`src/rtl/bitop_pkg.sv`:
```
package bitop_pkg;

    localparam int BYTE_W   = 8;
    localparam int NREG     = 8;
    localparam int SEL_W    = 3;
    localparam int TS_W     = 5;

    localparam logic [SEL_W-1:0] OPND_MEM = 3'd6;

    localparam int TS_BASE     = 8;
    localparam int TS_BIT_MEM  = 4;
    localparam int TS_RMW_MEM  = 7;
    localparam int TS_IX_BIT   = 20;
    localparam int TS_IX_RMW   = 23;

    localparam int F_C  = 0;
    localparam int F_N  = 1;
    localparam int F_PV = 2;
    localparam int F_X  = 3;
    localparam int F_H  = 4;
    localparam int F_Y  = 5;
    localparam int F_Z  = 6;
    localparam int F_S  = 7;

    typedef enum logic [1:0] {
        GRP_SHIFT = 2'd0,
        GRP_TEST  = 2'd1,
        GRP_CLR   = 2'd2,
        GRP_SETB  = 2'd3
    } grp_e;

    typedef enum logic [2:0] {
        SH_RLC = 3'd0,
        SH_RRC = 3'd1,
        SH_RL  = 3'd2,
        SH_RR  = 3'd3,
        SH_SLA = 3'd4,
        SH_SRA = 3'd5,
        SH_SLL = 3'd6,
        SH_SRL = 3'd7
    } shk_e;

    typedef enum logic [1:0] {
        ST_IDLE,
        ST_FETCH,
        ST_EXEC
    } st_e;

    typedef struct packed {
        grp_e              grp;
        logic [SEL_W-1:0]  sel;
        logic [SEL_W-1:0]  opnd;
        logic              mem_src;
        logic              wr_mem;
        logic              wr_reg;
        logic [TS_W-1:0]   cost;
        logic              refresh;
    } ctrl_t;

    // Returns {carry_out, result}
    function automatic logic [BYTE_W:0] shift_calc(input shk_e k,
                                                   input logic [BYTE_W-1:0] v,
                                                   input logic cin);
        logic [BYTE_W-1:0] r;
        logic              co;
        unique case (k)
            SH_RLC: begin r = {v[6:0], v[7]};  co = v[7]; end
            SH_RRC: begin r = {v[0], v[7:1]};  co = v[0]; end
            SH_RL:  begin r = {v[6:0], cin};   co = v[7]; end
            SH_RR:  begin r = {cin, v[7:1]};   co = v[0]; end
            SH_SLA: begin r = {v[6:0], 1'b0};  co = v[7]; end
            SH_SRA: begin r = {v[7], v[7:1]};  co = v[0]; end
            SH_SLL: begin r = {v[6:0], 1'b1};  co = v[7]; end
            SH_SRL: begin r = {1'b0, v[7:1]};  co = v[0]; end
        endcase
        return {co, r};
    endfunction

    function automatic logic [BYTE_W-1:0] shift_flags(input logic [BYTE_W-1:0] r,
                                                      input logic co);
        logic [BYTE_W-1:0] f;
        f       = '0;
        f[F_S]  = r[7];
        f[F_Z]  = (r == '0);
        f[F_Y]  = r[5];
        f[F_X]  = r[3];
        f[F_PV] = ~^r;
        f[F_C]  = co;
        return f;
    endfunction

endpackage

```
`src/rtl/bitop_decode.sv`:
```
module bitop_decode
    import bitop_pkg::*;
(
    input  logic [BYTE_W-1:0] opcode,
    input  logic              indexed,
    output ctrl_t             ctrl
);
    logic modifies;
    logic at_hl;

    always_comb begin
        modifies      = (opcode[7:6] != 2'b01);
        at_hl         = (opcode[2:0] == OPND_MEM);
        ctrl.grp      = grp_e'(opcode[7:6]);
        ctrl.sel      = opcode[5:3];
        ctrl.opnd     = opcode[2:0];
        ctrl.mem_src  = indexed || at_hl;
        ctrl.wr_mem   = (indexed || at_hl) && modifies;
        ctrl.wr_reg   = modifies && !at_hl;
        ctrl.refresh  = !indexed;
        if (indexed)
            ctrl.cost = modifies ? TS_W'(TS_IX_RMW) : TS_W'(TS_IX_BIT);
        else if (at_hl)
            ctrl.cost = modifies ? TS_W'(TS_BASE + TS_RMW_MEM)
                                 : TS_W'(TS_BASE + TS_BIT_MEM);
        else
            ctrl.cost = TS_W'(TS_BASE);
    end
endmodule

```
`src/rtl/bitop_alu.sv`:
```
module bitop_alu
    import bitop_pkg::*;
(
    input  grp_e              grp,
    input  logic [SEL_W-1:0]  sel,
    input  logic              mem_src,
    input  logic [BYTE_W-1:0] opnd,
    input  logic [BYTE_W-1:0] flags_in,
    input  logic [BYTE_W-1:0] xy_src,
    output logic [BYTE_W-1:0] res,
    output logic [BYTE_W-1:0] flags,
    output logic              flags_we
);
    logic [BYTE_W:0]   sh;
    logic              tbit;
    logic [BYTE_W-1:0] xy;

    always_comb begin
        sh       = shift_calc(shk_e'(sel), opnd, flags_in[F_C]);
        tbit     = opnd[sel];
        xy       = mem_src ? xy_src : opnd;
        res      = opnd;
        flags    = flags_in;
        flags_we = 1'b0;
        unique case (grp)
            GRP_SHIFT: begin
                res      = sh[BYTE_W-1:0];
                flags    = shift_flags(sh[BYTE_W-1:0], sh[BYTE_W]);
                flags_we = 1'b1;
            end
            GRP_TEST: begin
                flags[F_S]  = (sel == 3'd7) && tbit;
                flags[F_Z]  = !tbit;
                flags[F_PV] = !tbit;
                flags[F_H]  = 1'b1;
                flags[F_N]  = 1'b0;
                flags[F_Y]  = xy[5];
                flags[F_X]  = xy[3];
                flags_we    = 1'b1;
            end
            GRP_CLR:  res[sel] = 1'b0;
            GRP_SETB: res[sel] = 1'b1;
        endcase
    end
endmodule

```
`src/rtl/bitop_unit.sv`:
```
module bitop_unit
    import bitop_pkg::*;
#(
    parameter int ADDR_W = 16
) (
    input  logic                    clk,
    input  logic                    rst,
    input  logic                    start,
    input  logic                    indexed,
    input  logic [BYTE_W-1:0]       opcode,
    input  logic [ADDR_W-1:0]       ea,
    input  logic [ADDR_W-1:0]       hl,
    input  logic [NREG*BYTE_W-1:0]  rf_in,
    input  logic [BYTE_W-1:0]       memptr_hi,
    input  logic [BYTE_W-1:0]       flags_in,
    input  logic [BYTE_W-1:0]       mem_rdata,
    output logic                    busy,
    output logic                    mem_rd,
    output logic [ADDR_W-1:0]       mem_addr,
    output logic                    mem_wr,
    output logic [BYTE_W-1:0]       mem_wdata,
    output logic                    done,
    output logic                    reg_we,
    output logic [SEL_W-1:0]        reg_sel,
    output logic [BYTE_W-1:0]       reg_wdata,
    output logic                    flags_we,
    output logic [BYTE_W-1:0]       flags_out,
    output logic [TS_W-1:0]         tstates,
    output logic                    refresh_inc
);
    localparam int HI_LSB = ADDR_W - BYTE_W;

    st_e               state;
    ctrl_t             ctrl_d, ctrl_q;
    logic [BYTE_W-1:0] opnd_q, flg_q, xy_q;
    logic [ADDR_W-1:0] addr_q;
    logic [BYTE_W-1:0] res_w, flg_w;
    logic              flg_we_w;
    logic [BYTE_W-1:0] rf_arr [NREG];

    for (genvar g = 0; g < NREG; g++) begin : g_rf
        assign rf_arr[g] = rf_in[g*BYTE_W +: BYTE_W];
    end

    bitop_decode u_dec (
        .opcode (opcode),
        .indexed(indexed),
        .ctrl   (ctrl_d)
    );

    bitop_alu u_alu (
        .grp     (ctrl_q.grp),
        .sel     (ctrl_q.sel),
        .mem_src (ctrl_q.mem_src),
        .opnd    (opnd_q),
        .flags_in(flg_q),
        .xy_src  (xy_q),
        .res     (res_w),
        .flags   (flg_w),
        .flags_we(flg_we_w)
    );

    assign busy     = (state != ST_IDLE);
    assign mem_rd   = (state == ST_FETCH);
    assign mem_addr = addr_q;

    always_ff @(posedge clk) begin
        if (rst) begin
            state       <= ST_IDLE;
            ctrl_q      <= '0;
            opnd_q      <= '0;
            flg_q       <= '0;
            xy_q        <= '0;
            addr_q      <= '0;
            done        <= 1'b0;
            reg_we      <= 1'b0;
            reg_sel     <= '0;
            reg_wdata   <= '0;
            mem_wr      <= 1'b0;
            mem_wdata   <= '0;
            flags_we    <= 1'b0;
            flags_out   <= '0;
            tstates     <= '0;
            refresh_inc <= 1'b0;
        end else begin
            done        <= 1'b0;
            reg_we      <= 1'b0;
            mem_wr      <= 1'b0;
            flags_we    <= 1'b0;
            refresh_inc <= 1'b0;
            case (state)
                ST_IDLE: begin
                    if (start) begin
                        ctrl_q <= ctrl_d;
                        addr_q <= indexed ? ea : hl;
                        flg_q  <= flags_in;
                        xy_q   <= indexed ? ea[HI_LSB +: BYTE_W] : memptr_hi;
                        opnd_q <= rf_arr[opcode[2:0]];
                        state  <= ctrl_d.mem_src ? ST_FETCH : ST_EXEC;
                    end
                end
                ST_FETCH: begin
                    opnd_q <= mem_rdata;
                    state  <= ST_EXEC;
                end
                ST_EXEC: begin
                    done        <= 1'b1;
                    reg_we      <= ctrl_q.wr_reg;
                    reg_sel     <= ctrl_q.opnd;
                    reg_wdata   <= res_w;
                    mem_wr      <= ctrl_q.wr_mem;
                    mem_wdata   <= res_w;
                    flags_we    <= flg_we_w;
                    flags_out   <= flg_w;
                    tstates     <= ctrl_q.cost;
                    refresh_inc <= ctrl_q.refresh;
                    state       <= ST_IDLE;
                end
                default: state <= ST_IDLE;
            endcase
        end
    end
endmodule

```
`config.mk`:
```
export PLATFORM = sky130hd
export DESIGN_NAME = bitop_unit
export DESIGN_NICKNAME = d
export VERILOG_FILES = /design/src/rtl/bitop_pkg.sv /design/src/rtl/bitop_decode.sv /design/src/rtl/bitop_alu.sv /design/src/rtl/bitop_unit.sv
export SDC_FILE = /design/constraint.sdc
export NUM_CORES = 1
export LEC_CHECK = 0
export CAP_MARGIN = 20
export CORE_UTILIZATION = 50
export DETAILED_ROUTE_END_ITERATION = 10
export DONT_BUFFER_PORTS = 1
export PLACE_DENSITY = 0.65
export SETUP_SLACK_MARGIN = 0.5
export SYNTH_ARGS = -nofsm -noshare
export SYNTH_HDL_FRONTEND = slang
export SYNTH_SLANG_ARGS = --single-unit
```
`constraint.sdc`:
```
create_clock -name clk -period 3.5 [get_ports clk]
set_input_delay 0 -clock clk [delete_from_list [all_inputs] [get_ports clk]]
set_output_delay 0 -clock clk [all_outputs]
set_load 0.05 [all_outputs]
```
==> results.md, run 1 <==
- Vias: 3,528
- Total CTS buffers: 9
- Pwr dens: 476 mW/mm^2
- First-pass GRT wire length: 18.5 mm
- Cell Area, Placed: 0.00401 sq mm
- Post-route DRC violation count: 0
- Startpoint types: flip-flop
- Gr usage total: 28.2%
- Rel. slew slack: 28.5%
- Core area: 0.00781 sq mm
- Post-route antenna net violation count: 0
- Clock Latency Late Sink: 0.36 ns
- Initial Utilization: 52.4%
- Tmin final: 2.62 ns
- Post-synthesis sequential area ratio: 38.2%
- Maximum clock path buffer count: 2
- Crit path max-delay family: flip-flops
- Syn Inst Count: 452
- Setup TNS: 0 ns
- Maxcap violations: 0
- Largest family of logic cells by synthesized area: compound AO/OA/AOI/OAI gates
- Layout Nets: 621
- Synth cell count leaders: 78 x dfxtp_1, 61 x nand2_1, 48 x nor2_1, 40 x mux2i_1, 34 x a21oi_1
- Syn Std Cell Area: 0.00409 sq mm
- DR iter-0 viols: 135
- Drt first pass iters: 4
- Hold Buf Count CTS: 64
- Synth cell types: 53
- Most frequent cell after synthesis: dfxtp_1
- CTS Sinks: 78
- WL final: 11.8 mm
- Clock Tree Root: clkbuf_8
- Post-CTS setup buffers: 0
- Clk slew on worst S/H paths: 0.08 ns
- Crit Path Category: flip-flop to flip-flop
- Vias per cell: 5.96
- Post-synthesis adder-cell area fraction: 1.22%
- Fill count: 656
- Grt total ovfl: 0
- CP max stage delay: 0.95 ns
- Fin crit share: 74.8%
- Die area: 0.00855 sq mm
- Worst EP arrival: 2.85 ns
- DR WL/cell: 19.9 um
- Diode count: 0
- Final total power: 2.32 mW
- Post-Synth XOR/XNOR Area: 0.642%
- Detail Placement HPWL: 7.61 mm
- Max-slew violations: 0
- CP Max Fanout: 23
- Post-synth EDFFs: 0
- FF+latch count, synth: 78
- Async set or reset register ratio after synthesis: 0%
- Final core utilization: 62.6%
- Reg2Reg Depth: 8
- Initial antenna violation count: 0
- Final std cells w/o fill: 592
- WP buf/inv: 1
- Vias in the first global route: 3,560
- FP Rows: 32
- Slowest CP cell: dfxtp_1
- Reg-to-Reg End: flags_out[2]$_SDFFE_PP0P_
- Synth Area in Simple Gates: 15.9%
- I/O pin count: 187
- Htree depth: 3
- Pleak: 1.78 nW
- Maximum clock frequency: 0.382 GHz
- Mux share of post-synthesis cell area: 18.6%
- RePlAce Congestion: 0.918
- Worst path cell trace: inv_1 > o221a_2 > nor2_1 > ha_1 > xnor2_1 > xnor2_1 > a221oi_1 > a211oi_1
- Worst-margin pin slew: 1.07 ns
- Die width: 92.4 um
- Port bufs: 0
- Worst reg-to-reg setup slack: 0.88 ns
- Crit path top cell by count: xnor2_1
- Largest net degree at the start of global routing: 76
- Prevailing post-synth register cell: dfxtp_1
- Final setup viols: 0
- Synth area leaders: dfxtp_1 38%, mux2i_1 9.8%, mux4_2 8.8%, nand2_1 5.6%, a211oi_1 4.6%
- Synth Net Count: 588
- Synth-to-Final Area Change: 19.4%
- Worst Min Path Start: opcode[1]
- Peak supply drop: 278 uV
- CP required: 3.73 ns
- Hold Crit Endpoint: opnd_q[3]$_SDFFE_PP0P_
- Synth Area per Inst: 9.05 sq um
- Synth Area in Compound Gates: 18.7%
- CP Depth: 8
- Worst Setup End Kind: flip-flop
- Synth area leader: dfxtp_1
- Outcome: completed
- Layout cells sized above 1: 10.0%
- CTS tree: yes
- Hold path depth: 3
- Yosys synthesis warning count: 0
- Unrepaired setup endpoints after global routing: false
- Hold Fails Final Rpt: 0
- Min-delay worst type: primary input to flip-flop
- Setup Skew: 0.0126 ns
- Total placed cells including tap cells: 512
- Post_cts resized: 0
- Cell area after layout: 0.00488 sq mm
- Die H: 92.4 um
- Synth top area share: 38.2%
- R2r startpoint: ctrl_q[12]$_SDFFE_PP0P_
## state kept, by name, summed over array words and instances, names as in the netlist
signal and count:
mem_addr 16, ctrl_q 14, flags_out 8, flg_q 8
opnd_q 8, reg_wdata 8, tstates 4, reg_sel 3
state 2, xy_q 2, done 1, flags_we 1
mem_wr 1, refresh_inc 1, reg_we 1
## worst register-to-register path, cell delays in order, from the launching register on
cell and delay, ns:
dfxtp_1 0.95, inv_1 0.27, o221a_2 0.21, nor2_1 0.10, ha_1 0.25, xnor2_1 0.19
xnor2_1 0.10, a221oi_1 0.30, a211oi_1 0.12
## layout make-up
cell class,count,area (sq um),share of cell area [%]
Tap cell,102,128,2.61
Clock buffer,9,124,2.54
Sequential cell,78,1560,32.0
Clock inverter,7,96.3,1.97
Timing Repair Buffer,70,703,14.4
Multi-Input combinational cell,323,2260,46.3
Inverter,3,11.3,0.231
## power by group
part / internal, mW / switching (mW)
clock network: 0.404 / 0.349
registers: 0.949 / 0.194
logic: 0.216 / 0.211
## cell usage in the layout, fill, tap and decap left out, types with 2 or more instances in the layout
cell and n:
ha_1 4, dfxtp_1 78, xnor2_1 3, a311oi_1 3
a22oi_1 9, nand2b_1 7, clkinv_2 2, o211a_1 2
bufinv_16 2, nor2_1 48, dlygate4sd3_1 63, o22ai_1 13
nand3b_1 2, clkbuf_8 9, inv_1 3, o21ai_0 10
and2_1 4, clkinv_4 2, a211oi_1 25, a21oi_1 34
o21a_1 5, a221oi_1 2, nand3_1 3, nand2_1 61
mux2i_1 40, nor3_1 5, buf_4 6, mux4_2 16
## logic make-up after synthesis
group	after synthesis
multiplexers	56
flip-flops	78
adder cells (fa/ha/maj)	4
XOR/XNOR	3
AND/OR/NAND/NOR	145
buffers and inverters	51
AO/OA/AOI/OAI	115
## worst max-delay path by stage
stage | from | endpoint | slack (ns)
after floorplan | ctrl_q[12]$_SDFFE_PP0P_ | flags_out[2]$_SDFFE_PP0P_ | 1.57
after global routing | ctrl_q[12]$_SDFFE_PP0P_ | flags_out[2]$_SDFFE_PP0P_ | 0.63
after detailed placement | ctrl_q[12]$_SDFFE_PP0P_ | flags_out[2]$_SDFFE_PP0P_ | 0.91
after global placement | ctrl_q[12]$_SDFFE_PP0P_ | flags_out[2]$_SDFFE_PP0P_ | 0.89
after CTS | ctrl_q[12]$_SDFFE_PP0P_ | flags_out[2]$_SDFFE_PP0P_ | 0.88
final | ctrl_q[12]$_SDFFE_PP0P_ | flags_out[2]$_SDFFE_PP0P_ | 0.88
## metrics by stage
step	hold WS (ns)	setup slack [ns]
CTS	0.00492	0.880
finish	0.0163	0.883
global placement	0.0750	0.890
global route	0.0229	0.630
detailed placement	0.0771	0.911
floorplan	0.0946	1.57
## layer usage
| layer | vias up | global-route usage [%] | share of wire, % |
|---|---|---|---|
| met5 | - | 0 | 0 |
| met4 | 0 | 9.24 | 2.1 |
| met3 | 25 | 9.36 | 7.5 |
| met2 | 159 | 48.5 | 50 |
| met1 | 1647 | 33.0 | 41 |
| li1 | 1697 | - | - |
Note: power is estimated with default switching activity, not from simulation.
==> run 2, diff against run 1 <==
PLACE_DENSITY = 0.68   (was 0.65)
clock period = 2.16 ns   (was 3.5 ns; I/O delays follow)
==> run 2 against run 1 <==
The run now ends with hold timing left. Via count shrank 2.6%. Clock power rose by 54%. Register-to-register slack got worse by 0.65 ns. Critical path type unchanged. Utilization is 4.2 points lower. Clock skew fell by 0.0026 ns. Sequential power rose by 55%. Flip-flop and latch count stayed put. Largest cell class unchanged. Highest routed layer unchanged. Maximum frequency up 36%.
==> results.md, run 2 (synthesized netlist as in run 1, its figures left out) <==
- Setup Slack @ Placement: 0.142 ns (-0.769 ns)
- Grt total ovfl: 0 (unchanged)
- Crit Path Category: flip-flop to flip-flop
- Failing checks: hold timing
- Clock Tree Root: clkbuf_8
- Pwr dens: 805 mW/mm^2 (+69%)
- Most frequent cells in the layout: 73 x dfxtp_1, 61 x nand2_1, 47 x nor2_1
- Detail Placement HPWL: 8.22 mm (+7.9%)
- Initial antenna violation count: 0 (unchanged)
- Port bufs: 0 (unchanged)
- Fill count: 694 (+5.8%)
- Total CTS buffers: 9 (unchanged)
- Outcome: finished, violations left
- Peak supply drop: 478 uV (+72%)
- Worst reg-to-reg setup slack: 0.23 ns (-0.65 ns)
- DR iter-0 viols: 223 (+65%)
- Commonest non-fill, non-tap cell in the layout: dfxtp_1
- Initial Utilization: 52.4% (unchanged)
- Maximum clock path buffer count: 2 (unchanged)
- CP max stage delay: 0.40 ns (-0.55 ns)
- CP Max Fanout: 10 (-57%)
- Vias in the first global route: 3,392 (-4.7%)
- CTS tree: yes
- Layout cells sized above 1: 19.5% (+9.5 points)
- First-pass GRT wire length: 17.8 mm (-3.7%)
- Clock Latency Late Sink: 0.35 ns (about the same)
- Slowest CP cell: dfxtp_2
- Final setup viols: 0 (unchanged)
- Post-route antenna net violation count: 0 (unchanged)
- Die width: 92.4 um (unchanged)
- Die H: 92.4 um (unchanged)
- Storage cell area: 0.00157 sq mm (+0.72%)
- RePlAce Congestion: 0.924 (+0.64%)
- I/O pin count: 187 (unchanged)
- Setup TNS: 0 ns (unchanged)
- CP required: 2.41 ns (-1.32 ns)
- Fin Hold WS: -0.297 ns (-0.313 ns)
- Drt first pass iters: 4 (unchanged)
- Diode count: 0 (unchanged)
- Post-route DRC violation count: 0 (unchanged)
- Crit path max-delay family: compound AO/OA/AOI/OAI gates
- Min-delay worst type: primary input to flip-flop
- Area of the multi-input gates: 0.00232 sq mm (+2.6%)
- Startpoint types: flip-flop
- Htree depth: 3 (unchanged)
- WL final: 11.7 mm (-0.77%)
- Worst-margin pin slew: 0.543 ns (-0.526 ns)
- Fin crit share: 89.2% (+14 points)
- Vias: 3,436 (-2.6%)
- Layout Nets: 588 (-5.3%)
- Largest net degree at the start of global routing: 77 (+1.3%)
- Setup Skew: 0.0100 ns (-0.00258 ns)
- Unrepaired setup endpoints after global routing: true
- Final core utilization: 58.4% (-4.2 points)
- Rel. slew slack: 63.6% (+35 points)
- Tmin final: 1.93 ns (-0.691 ns)
- Clk slew on worst S/H paths: 0.09 ns (about the same)
- FP Rows: 32 (unchanged)
- Hold Fails Final Rpt: 76 (+76)
- Max-slew violations: 0 (unchanged)
- Die area: 0.00855 sq mm (unchanged)
- Maximum clock frequency: 0.519 GHz (+36%)
- CTS Sinks: 78 (unchanged)
- Maxcap violations: 0 (unchanged)
- Synth-to-Final Area Change: 11.5%
- Hold Buf Count CTS: 2 (-97%)
- Worst Setup End Kind: flip-flop
- Gr usage total: 27.1% (-1.1 points)
- Vias per cell: 6.15 (+3.1%)
- Worst path cell trace: buf_8 > nand2b_4 > o211a_1 > ha_1 > xnor2_2 > xnor2_1 > a221oi_1 > a211oi_1
- Core area: 0.00781 sq mm (unchanged)
- Max FFs per register: 16 (unchanged)
- Pleak: 1.69 nW (-5.0%)
- Setup ws final: 0.234 ns (-0.649 ns)
- Worst EP arrival: 2.17 ns (-0.68 ns)
- DR WL/cell: 20.9 um (+5.1%)
- WP buf/inv: 1 (unchanged)
==> run 2: changes by cell type in the layout (fill, tap and decap cells not counted), sizes merged <==
| cell | previous run | this run |
|---|---|---|
| inv | 4 | 6 |
| clkbuf | 9 | 10 |
| dlygate4sd3 | 63 | 2 |
| clkinv | 4 | 3 |
| buf | 7 | 34 |
| bufinv | 2 | 1 |
==> run 2: final cells by class <==
cell class / count / area share, %
multi-input cells: 323 / 50.9
clock inverters: 7 / 1.78
flip-flops and latches: 78 / 34.5
clock buffers: 9 / 2.72
well taps: 102 / 2.80
inverters: 3 / 0.302
repair buffers: 37 / 7.03
==> run 2: power breakdown <==
part	internal, mW	switching [mW]
registers	1.54	0.235
logic	0.340	0.397
clock network	0.553	0.606
==> run 2: timing repair <==
action	4_1_cts	5_1_grt
gates cloned	0	1
buffers inserted	3	1
endpoints found under the setup margin	3	7
endpoints found under the hold margin	78	76
pin swaps	0	7
resized for setup	9	11
==> run 2: per-stage QoR <==
step	cell area, sq um	std cells	total power [mW]
detailed placement	4200	536	2.48
floorplan	4100	452	2.37
global route	4560	559	3.83
finish	4560	559	3.67
CTS	4480	557	3.65
global placement	4200	536	2.47
==> run 2: path summary, 6_finish.rpt <==
kind	start	end	cells after the start
worst min register to register	ctrl_q[10]$_SDFFE_PP0P_	reg_sel[1]$_SDFFE_PP0P_	2
worst max register to register	ctrl_q[12]$_SDFFE_PP0P_	flags_out[2]$_SDFFE_PP0P_	8
worst max-delay path	ctrl_q[12]$_SDFFE_PP0P_	flags_out[2]$_SDFFE_PP0P_	8
worst min-delay path	rst	tstates[4]$_SDFFE_PP0P_	1
==> run 2: per-layer routing <==
metal	up-vias	share of wire, %	track usage, %
met5	-	0	0
met3	24	6.7	5.42
met1	1619	41	33.0
met4	0	2.3	11.2
met2	163	50	46.6
li1	1630	-	-
